$ cat src/rtl/chan_fault_ctl.sv
module chan_fault_ctl #(
  parameter int SYNC_STAGES = 2
) (
  input  logic clk,
  input  logic rst_n,
  input  logic pwr_ok,
  input  logic ctl_in,
  input  logic ot_cmp,
  input  logic ol_cmp,
  output logic gate_en,
  output logic ot_flag,
  output logic ol_flag
);

  localparam int NSIG = 4;
  localparam int LAST = SYNC_STAGES - 1;

  logic [NSIG-1:0] raw;
  logic [NSIG-1:0] stage [SYNC_STAGES];

  assign raw = {pwr_ok, ol_cmp, ot_cmp, ctl_in};

  always_ff @(posedge clk or negedge rst_n)
    if (!rst_n) stage[0] <= '0;
    else        stage[0] <= raw;

  for (genvar i = 1; i < SYNC_STAGES; i++) begin : g_sync
    always_ff @(posedge clk or negedge rst_n)
      if (!rst_n) stage[i] <= '0;
      else        stage[i] <= stage[i-1];
  end

  logic ctl_s, ot_s, ol_s, pwr_s;
  assign ctl_s = stage[LAST][0];
  assign ot_s  = stage[LAST][1];
  assign ol_s  = stage[LAST][2];
  assign pwr_s = stage[LAST][3];

  logic ctl_d;
  always_ff @(posedge clk or negedge rst_n)
    if (!rst_n) ctl_d <= 1'b0;
    else        ctl_d <= ctl_s;

  logic rise, fall;
  assign rise = ctl_s & ~ctl_d;
  assign fall = ~ctl_s & ctl_d;

  // set wins over an edge clear in the same cycle
  logic ot_next, ol_next;
  assign ot_next = ot_s | (ot_flag & ~rise);
  assign ol_next = (ol_s & ~ctl_s) | (ol_flag & ~fall);

  always_ff @(posedge clk or negedge rst_n)
    if (!rst_n) begin
      ot_flag <= 1'b0;
      ol_flag <= 1'b0;
      gate_en <= 1'b0;
    end else begin
      ot_flag <= ot_next;
      ol_flag <= ol_next;
      gate_en <= ctl_s & pwr_s & ~ot_next;
    end

endmodule


$ cat config.mk
export PLATFORM = sky130hd
export DESIGN_NAME = chan_fault_ctl
export DESIGN_NICKNAME = d
export VERILOG_FILES = /design/src/rtl/chan_fault_ctl.sv
export SDC_FILE = /design/constraint.sdc
export NUM_CORES = 1
export LEC_CHECK = 0
export BUFFER_PORTS_ARGS = -buffer_cell sky130_fd_sc_hd__buf_2
export CAP_MARGIN = 5
export CORE_AREA = 4 4 41 43
export DETAILED_ROUTE_END_ITERATION = 10
export DIE_AREA = 0 0 45 47
export SYNTH_ARGS = -nofsm -noshare
export SYNTH_HDL_FRONTEND = slang
export SYNTH_SLANG_ARGS = --single-unit
$ cat constraint.sdc
create_clock -name clk -period 1.3 [get_ports clk]
set_clock_uncertainty 0.2 [all_clocks]
set_input_delay 0 -clock clk [delete_from_list [all_inputs] [get_ports clk]]
set_output_delay 0 -clock clk [all_outputs]
set_load 0.02 [all_outputs]
Yosys cells after proc, flatten, opt, wreduce, memory -nomap -nowiden
Cells that the tools add are included.
- output and inout bits: 3
- input port bits: 6
- memories kept: 0
- logic and storage cells: 20
- bits in registers: 12
- latch bits: 0
- RAM bits: 0
- bits in read-only memories: 0
- add/sub/neg operators: 0
- bitwise operators: 14
- equal/unequal tests: 0
- reduce and logical (&&, ||, !) cells: 0
- shift-type cells: 0
- multiply operators: 0
- divide/modulo/power cells: 0
- $lt $le $gt $ge: 0
- multiplexer cells: 0
- operators by type and width (operator ; number):
    $and 1x1->1 ; 7
    $not 1->1 ; 5
    $or 1x1->1 ; 2

Depth between registers and ports, before layout
Gate-level depths: netlist (run 1).
- depth in word-level cells: 7
- mapped depth: 2
- gate-level depth less buffers: 2

Worst setup path before layout (run 1)
No wires, ideal clock.
- kind: reg-to-reg
- from: reg stage, in the netlist ctl_s
- to: reg ol_flag
- clock period less this slack: 1023 ps
- buffers on the path: 0
- library setup time: 121 ps
- slack: 277 ps
- arrival: 702 ps
- required time: 979 ps
- cell stages (with the launch flop): 3
- cell sequence: dfrtp_1 > nand2b_1 > a22o_1
- cells in the longest elaborated chain, start to end: 5
- elaborated cells on any way between the ends: 6
- those cells by class: 6 x bitwise
- ends and longest elaborated chain (what ; line ; text):
    from (decl) ; 19 ; logic [NSIG-1:0] stage [SYNC_STAGES];
    from (signal, indexed assignment) ; 30 ; else stage[i] <= stage[i-1];
    $not 1->1 * ; 46, 51 ;
    $and 1x1->1 ; 46 ; assign fall = ~ctl_s & ctl_d;
    $not 1->1 ; 51 ; assign ol_next = (ol_s & ~ctl_s) | (ol_flag & ~fall);
    $and 1x1->1 ; 51 ;
    $or 1x1->1 * ; 51 ;
    net ol_next ; 49 ; logic ot_next, ol_next;
    to (signal assigned) ; 60 ; ol_flag <= ol_next;
    to (decl) ; 12 ; output logic ol_flag
The timed path passes the listed nets; every way through them passes the cells marked *.

Worst setup path in the final report (run 1)
Ends and elaborated chain as after synthesis.

==> results.ini, run 1 <==
[status]
status = complete, no violations

[synthesis]
syn_inst = 19
synth_cell_types = 7
syn_nets = 25
syn-cell-area_um2 = 349
synth_area_per_cell_um2 = 18.4
synth_seq_area_share = 0.860
synth_seq_cells = 12
yosysWarnings = 0

[power_and_ir_drop]
vdd_ir_drop_max_mv = 0.539
p_per_area_nw_per_um2 = 1370
power.total_mw = 0.672
leakagePower_nw = 0.232

[clock_network]
htreeDepth = 1
clock_tree.buffer_depth = 2
clock-sinks = 12
clk_transition_reported_paths_ps = 60
cts_buffers = 3
postCtsSetupRepairBufs = 0
post_cts_resized = 0
clk_latency_ps = 270
clockRootBuffer = clkbuf_4
cts_tree = yes

[detailed_routing]
drt_iter0_drc = 1
ant_nets = 0
vias = 217
finalWirelength_um = 494
drt_pass1_iterations = 4
via_per_inst = 4.25
drcViolationCount = 0
wl_per_cell_um = 9.69

[die]
die_w_um = 45
rows = 13
die_area_um2 = 2120
start_util = 0.268
ios = 9
core_um2 = 1300
dieHeight_um = 47

[worst_setup_path]
end_kind = flop
required_ps = 1260
path_max_fanout = 5
cp_slowest_cell = dfrtp_1
crit_type = reg2reg
worstReg2RegEnd = ol_flag
critPathBufInv = 0
slowest_delay_ps = 410
cp_cell_sequence = nand2b_1, a22o_1
start_kind = flop
rrSetupSlack_ps = 240
r2r-start = ctl_s
worst_r2r_path_depth = 2
critical_path.top_delay_family = flip-flops
critPathArrivalTime_ps = 1020

[layout]
final_nets = 44
drive_gt1_frac = 0.333
area_delta_synth_final_pct = 40.5
num_antenna_cells = 0

[timing]
worstMarginPinSlew_ps = 248
fin_crit_sh = 0.816
fin_tns_setup_ps = 0
relSlewSlack = 0.835
hold_viol = 0
rsz0062_at_grt = no
fin_crit_ps = 1060
setup_viol = 0
fmax_mhz = 943
slew_violations = 0

[grt]
grt_pass1_vias = 248
grtUsageTotal = 0.0724
overflow = 0
antenna_found_initial = 0
grt_max_degree = 13
grt_pass1_wl_um = 979

[placed_design]
gp_congestion = 0.588
portBuffers = 8

[run]
drv_cap = 0

[hold_path]
min_from = stage[7]
min_to = pwr_s
min_path_cells = 0
hp-class = reg2reg

## flip-flops by register name (all words and copies together) (netlist names)
| name | count |
|---|---|
| ol_s | 1 |
| ctl_d | 1 |
| pwr_s | 1 |
| ot_s | 1 |
| stage | 4 |
| ot_flag | 1 |
| ol_flag | 1 |
| gate_en | 1 |
| ctl_s | 1 |
## synthesized netlist by cell type
master,n,area [um^2]
a211oi_2,1,12.5
a21o_1,1,7.51
a22o_1,1,8.76
dfrtp_1,12,300
inv_1,1,3.75
nand2_1,1,3.75
nand2b_1,2,12.5
## through the flow
| stage | util | hold slack (ps) | cell area [um^2] | std cells | setup WS, ps |
|---|---|---|---|---|---|
| 2_1_floorplan | - | -496 | 349 | 19 | 277 |
| 3_3_place_gp | 0.313 | -321 | 408 | 42 | 270 |
| 3_5_place_dp | 0.313 | -314 | 408 | 42 | 238 |
| 4_1_cts | 0.377 | 155 | 490 | 51 | 226 |
| 5_1_grt | 0.377 | 165 | 490 | 51 | 155 |
| 6_report | 0.377 | 151 | 490 | 51 | 239 |
## cell type report
cell class	count	area, um^2
Clock buffer	3	22.5
Fill cell	140	811
Inverter	1	3.75
Multi-Input combinational cell	6	45.0
Sequential cell	12	300
Tap cell	15	18.8
Timing Repair Buffer	14	100
## how the worst max path moves through the flow
stage	startpoint	endpoint	cells past startpoint
detailed placement	ctl_s	ol_flag	2
finish	ctl_s	ol_flag	2
global route	rst_n	ol_flag	3
CTS	rst_n	ctl_d	3
floorplan	ctl_s	ol_flag	2
global placement	ctl_s	ol_flag	2
## worst reg2reg max path, delay by kind of cell (launching register included)
family,cells,cell delay [ps]
flip-flops,1,410
AO/OA/AOI/OAI,1,190
AND/OR/NAND/NOR,1,150
## cells in the final DEF (no fill, tap or decap), drive strengths merged
| cell | instances |
|---|---|
| a211oi | 1 |
| a21o | 1 |
| a22o | 1 |
| buf | 8 |
| clkbuf | 3 |
| dfrtp | 12 |
| dlygate4sd3 | 6 |
| inv | 1 |
| nand2 | 1 |
| nand2b | 2 |
## report_power, final
group          switching, mW  total, mW  internal [mW]
sequential            0.0105      0.405          0.394
clock                  0.109      0.216          0.107
combinational         0.0235     0.0514         0.0279
## logic make-up (layout without fill, tap and decap cells)
group | count (synthesis) | in the layout | share of synthesized area
AO/OA/AOI/OAI | 3 | 3 | 0.0824
flip-flops | 12 | 12 | 0.860
buffers and inverters | 1 | 18 | 0.0107
AND/OR/NAND/NOR | 3 | 3 | 0.0466
## routing by layer
| layer | track usage | part of all wire | up-vias |
|---|---|---|---|
| li1 | - | - | 95 |
| met1 | 0.0695 | 0.39 | 105 |
| met2 | 0.102 | 0.44 | 13 |
| met3 | 0.0268 | 0.10 | 4 |
| met4 | 0.105 | 0.061 | 0 |
| met5 | 0 | 0 | - |
## repair_timing
item | 4_1_cts | 5_1_grt
endpoints found under the setup margin | 0 | 0
hold buffers | 6 | 0
hold endpoints to repair | 16 | 0
(Power assumes the default switching activity.)
==> run 2, diff against run 1 <==
- clock period: 1.3 -> 1.09 ns (I/O delays scaled with it)
==> run 2 against run 1 <==
Effect of this change:
- the run now ends with negative hold slack left
- highest routed layer unchanged
- count of clock-buffer cells in the layout did not move
- non-clock buffer count did not move
- register-to-register slack got worse by 200 ps
- combinational power rose by 24%
- design area rose by 1.0%
- cell count did not move
- worst setup slack got worse by 200 ps
- critical path type unchanged
- wire length rose by 0.20%
- sequential power rose by 19%
- worst hold slack got worse by 220 ps
==> results.ini, run 2 (synthesis gave the netlist of run 1 again) <==
[status]
status = finished with violations
violations = negative hold slack

[timing]
worstMarginPinSlew_ps = 249  ; +0.818 ps
hold_viol = 12  ; +12
setup_viol = 0  ; unchanged
slew_violations = 0  ; unchanged
relSlewSlack = 0.834  ; about the same
hold_slack_ps = -72.6  ; -223 ps
worst_slack_ps = 39.3  ; -200 ps
fmax_mhz = 952  ; +0.98%
fin_crit_sh = 0.964  ; +0.148
fin_tns_setup_ps = 0  ; unchanged
fin_crit_ps = 1050  ; -10.3 ps
rsz0062_at_grt = no

[grt]
antenna_found_initial = 0  ; unchanged
grt_max_degree = 13  ; unchanged
overflow = 0  ; unchanged
grtUsageTotal = 0.0684  ; -0.00402
grt_pass1_wl_um = 910  ; -7.0%
grt_pass1_vias = 229  ; -7.7%

[placed_design]
portBuffers = 8  ; unchanged
placed_cells = 42  ; unchanged
postPlaceCellArea_um2 = 408  ; unchanged
post-place-ws_ps = 28.3  ; -210 ps
gp_congestion = 0.588  ; unchanged

[clock_network]
hold_buffers = 5  ; -1
clock_tree.buffer_depth = 2  ; unchanged
clockRootBuffer = clkbuf_4
clock-sinks = 12  ; unchanged
htreeDepth = 1  ; unchanged
clk_transition_reported_paths_ps = 60  ; about the same
clk_latency_ps = 270  ; about the same
cts_tree = yes
cts_buffers = 3  ; unchanged

[die]
start_util = 0.268  ; unchanged
ios = 9  ; unchanged
die_w_um = 45  ; unchanged
dieHeight_um = 47  ; unchanged
core_um2 = 1300  ; unchanged
rows = 13  ; unchanged
die_area_um2 = 2120  ; unchanged

[power_and_ir_drop]
leakagePower_nw = 0.239  ; +2.8%
power.total_mw = 0.805  ; +20%
vdd_ir_drop_max_mv = 0.631  ; +17%
p_per_area_nw_per_um2 = 1620  ; +19%

[detailed_routing]
via_per_inst = 4.27  ; +0.46%
drcViolationCount = 0  ; unchanged
finalWirelength_um = 495  ; +0.20%
wl_per_cell_um = 9.71  ; +0.20%
vias = 218  ; +0.46%
ant_nets = 0  ; unchanged
drt_pass1_iterations = 4  ; unchanged
drt_iter0_drc = 1  ; unchanged

[layout]
nFillCells = 138  ; -1.4%
stdcell_area_um2 = 495  ; +1.0%
regMostFlops = stage
num_antenna_cells = 0  ; unchanged
largest_reg_flops = 4  ; unchanged
final_nets = 44  ; unchanged
drive_gt1_frac = 0.389  ; +0.0556
mostFrequentLayoutCells = dfrtp_1 (12), buf_2 (8), dlygate4sd3_1 (5), clkbuf_4 (3)
utilization = 0.381  ; +0.00385
area_delta_synth_final_pct = 41.9
fin_cells = 51  ; unchanged
final_common_cell = dfrtp_1

[hold_path]
hp-class = in2async

[worst_setup_path]
start_kind = flop
worstReg2RegEnd = ot_flag
end_kind = flop
r2r-start = ctl_d
critPathArrivalTime_ps = 1010  ; about the same
rrSetupSlack_ps = 40  ; -200 ps
path_max_fanout = 3  ; -2
worst_r2r_path_depth = 2  ; unchanged
crit_type = reg2reg
required_ps = 1050  ; -210 ps

[run]
drv_cap = 0  ; unchanged

==> run 2: where the power goes <==
group	switching [mW]	internal [mW]	leakage, nW
clock network	0.130	0.128	0.0138
registers	0.0135	0.470	0.140
logic	0.0286	0.0353	0.0852
==> run 2: worst max-delay path: stages, from the launching register on <==
cell and delay [ps]:
dfrtp_1 420, nand2b_1 160, a21o_1 170
==> run 2: worst max-delay path by stage <==
stage / startpoint / to / slack (ps)
after floorplan: ctl_s / ol_flag / 70
after global placement: ctl_s / ol_flag / 60
after detailed placement: ctl_s / ol_flag / 30
after CTS: ctl_s / ol_flag / 20
after global routing: ctl_d / ot_flag / 4
final: ctl_d / ot_flag / 40
==> run 2: per-layer routing <==
layer / global-route usage / share of wire / up-vias
li1: - / - / 96
met1: 0.0671 / 0.39 / 105
met2: 0.0904 / 0.44 / 13
met3: 0.0268 / 0.10 / 4
met4: 0.105 / 0.061 / 0
met5: 0 / 0 / -
==> run 2: layout make-up <==
type,instances,area (um^2),share of cell area
Sequential cell,12,300,0.606
Timing Repair Buffer,14,97.6,0.197
Multi-Input combinational cell,6,52.6,0.106
Clock buffer,3,22.5,0.0455
Tap cell,15,18.8,0.0379
Inverter,1,3.75,0.00758
==> run 2: timing repair <==
action,in CTS,in global routing
setup buffers,0,1
endpoints found under the hold margin,16,12
resized for setup,0,1
setup endpoints to repair,0,1
==> run 3, diff against run 2 <==
- SETUP_SLACK_MARGIN: default -> 0.4
==> run 3 against run 2 <==
Effect of this change:
- the flow still finishes with violations (negative hold slack)
- non-clock buffer count rose by 2
- flip-flop and latch count is the same
- sequential share of layout area fell by 5.5 points
- critical endpoint is now ol_flag
- register-to-register slack improved by 20 ps
- cell count increased by 5.9%
- clock power increased by 5%
- critical path type unchanged
- worst setup slack improved by 20 ps
- wire length is 7.5% higher
- combinational power grew 35%
- core utilization up 4.1 points
- sequential power about the same
- first-iteration DRC count grew to 3.0 times the previous value
==> results.ini, run 3 (synthesis gave the netlist of run 1 again) <==
[status]
status = finished with violations
violations = negative hold slack

[timing]
hold_slack_ps = -189  ; -116 ps
fin_crit_ps = 1030  ; -19.7 ps
rsz0062_at_grt = yes
hold_viol = 13  ; +1
fin_tns_setup_ps = 0  ; unchanged
worstMarginPinSlew_ps = 262  ; +12.9 ps
fin_crit_sh = 0.946  ; -0.0181
setup_viol = 0  ; unchanged
slew_violations = 0  ; unchanged
relSlewSlack = 0.825  ; -0.00861
fmax_mhz = 970  ; +1.9%

[grt]
grt_max_degree = 13  ; unchanged
antenna_found_initial = 0  ; unchanged
busiest_layer = met2
grt_pass1_wl_um = 828  ; -9.0%
met3_usage = 0.0230  ; -0.00383
use_met2 = 0.0989  ; +0.00847
grtUsageTotal = 0.0618  ; -0.00654
overflow = 0  ; unchanged
grt_pass1_vias = 215  ; -6.1%
use_met1 = 0.0501  ; -0.0170

[die]
dieHeight_um = 47  ; unchanged
core_um2 = 1300  ; unchanged
rows = 13  ; unchanged
start_util = 0.268  ; unchanged
die_w_um = 45  ; unchanged
ios = 9  ; unchanged
die_area_um2 = 2120  ; unchanged

[layout]
mostFrequentLayoutCells = dfrtp_1 (10), buf_2 (5), dlygate4sd3_1 (4), buf_6 (4), clkbuf_4 (3)
final_common_cell = dfrtp_1
num_antenna_cells = 0  ; unchanged
regMostFlops = stage
drive_gt1_frac = 0.487  ; +0.0983
fin_cells = 54  ; +5.9%
regArea_um2 = 303  ; +0.83%
final_nets = 46  ; +4.5%
multi_input_area_um2 = 60.1  ; +14%
nFillCells = 126  ; -8.7%
area_delta_synth_final_pct = 57.3
largest_reg_flops = 4  ; unchanged

[worst_setup_path]
end_kind = flop
path_max_fanout = 5  ; +2
timing.critical_path.to = ol_flag
critPathArrivalTime_ps = 980  ; -30 ps
rrSetupSlack_ps = 60  ; +20 ps
cp-startpoint = ctl_s
crit_type = reg2reg
worstReg2RegEnd = ol_flag
start_kind = flop
r2r-start = ctl_s
required_ps = 1040  ; about the same
worst_r2r_path_depth = 2  ; unchanged

[power_and_ir_drop]
p_per_area_nw_per_um2 = 1530  ; -5.5%
power_frac_clock = 0.321  ; about the same
intPower_mw = 0.666  ; +5.2%
vdd_ir_drop_max_mv = 0.533  ; -15%
pwr-share-comb = 0.102  ; +0.023
power_switching_mw = 0.177  ; +3.1%
leakagePower_nw = 0.270  ; +13%
seqPwrFrac = 0.576  ; -0.025
p_sw_frac = 0.210  ; -0.00329

[clock_network]
hold_buffers = 5  ; unchanged
cts_tree = yes
clk_latency_ps = 270  ; about the same
htreeDepth = 1  ; unchanged
cts_buffers = 3  ; unchanged
clock-sinks = 12  ; unchanged
clock_tree.buffer_depth = 2  ; unchanged
clockRootBuffer = clkbuf_4
clk_transition_reported_paths_ps = 70  ; about the same

[placed_design]
gp_congestion = 0.587  ; -0.22%
portBuffers = 8  ; unchanged
placed_cells = 42  ; unchanged

[detailed_routing]
finalWirelength_um = 532  ; +7.5%
drcViolationCount = 0  ; unchanged
drt_pass1_iterations = 2  ; -2
via_per_inst = 3.91  ; -8.6%
ant_nets = 0  ; unchanged
vias = 211  ; -3.2%
wl_per_cell_um = 9.85  ; +1.5%
drt_iter0_drc = 3  ; +2

[hold_path]
hp-class = in2reg

[run]
drv_cap = 0  ; unchanged

==> run 3: cell count changes in the layout (fill, tap and decap cells not counted), sizes merged <==
cell and delta:
buf +2, clkbuf +1, dlygate4sd3 -1, dlymetal6s4s +1
==> run 3: worst min path at each step <==
stage	from	endpoint	slack [ps]	cells past startpoint
after floorplan	rst_n	ctl_d	-500	0
after global placement	rst_n	stage[6]	-320	1
after detailed placement	rst_n	stage[5]	-310	1
after CTS	rst_n	stage[5]	-80	2
after global routing	ol_cmp	stage[6]	-170	2
final	ol_cmp	stage[6]	-190	2
==> run 3: layout make-up <==
| class | count | share of cell area |
|---|---|---|
| Sequential cell | 12 | 0.551 |
| Timing Repair Buffer | 16 | 0.251 |
| Multi-Input combinational cell | 6 | 0.109 |
| Clock buffer | 4 | 0.0478 |
| Tap cell | 15 | 0.0342 |
| Inverter | 1 | 0.00683 |
==> run 3: through the flow <==
step | hold slack [ps] | worst slack (ps) | instance area (um^2) | power [mW] | utilization
3_3_place_gp | -321 | 78.4 | 409 | 0.536 | 0.314
3_5_place_dp | -313 | 52.4 | 409 | 0.539 | 0.314
6_report | -189 | 59.0 | 549 | 0.843 | 0.422
2_1_floorplan | -496 | 83.8 | 350 | 0.510 | -
4_1_cts | -83.3 | 43.2 | 519 | 0.852 | 0.399
5_1_grt | -170 | 37.2 | 549 | 0.889 | 0.422
==> run 3: routing by layer <==
metal / routed length [um] / part of all wire / vias to the layer above
li1: - / - / 100
met1: 209 / 0.39 / 102
met2: 275 / 0.52 / 9
met3: 47 / 0.088 / 0
met4: 0 / 0 / 0
met5: 0 / 0 / -
==> run 3: critical path, stage by stage, from the launching register on <==
cell and delay (ps):
dfrtp_1 410, nand2b_4 150, a22o_1 170
==> run 3: what timing repair did <==
action | in CTS | in global routing
hold endpoints to repair | 16 | 13
pin swaps | 1 | 0
resized for setup | 6 | 5
endpoints found under the setup margin | 7 | 8
buffers inserted | 2 | 1
==> run 3: power groups by stage <==
stage	registers (mW)	clock network (mW)	logic, mW
2_1_floorplan	0.500	0	0.0110
3_3_place_gp	0.490	0	0.0462
3_5_place_dp	0.492	0	0.0472
4_1_cts	0.484	0.291	0.0769
5_1_grt	0.488	0.308	0.0927
6_report	0.486	0.271	0.0863
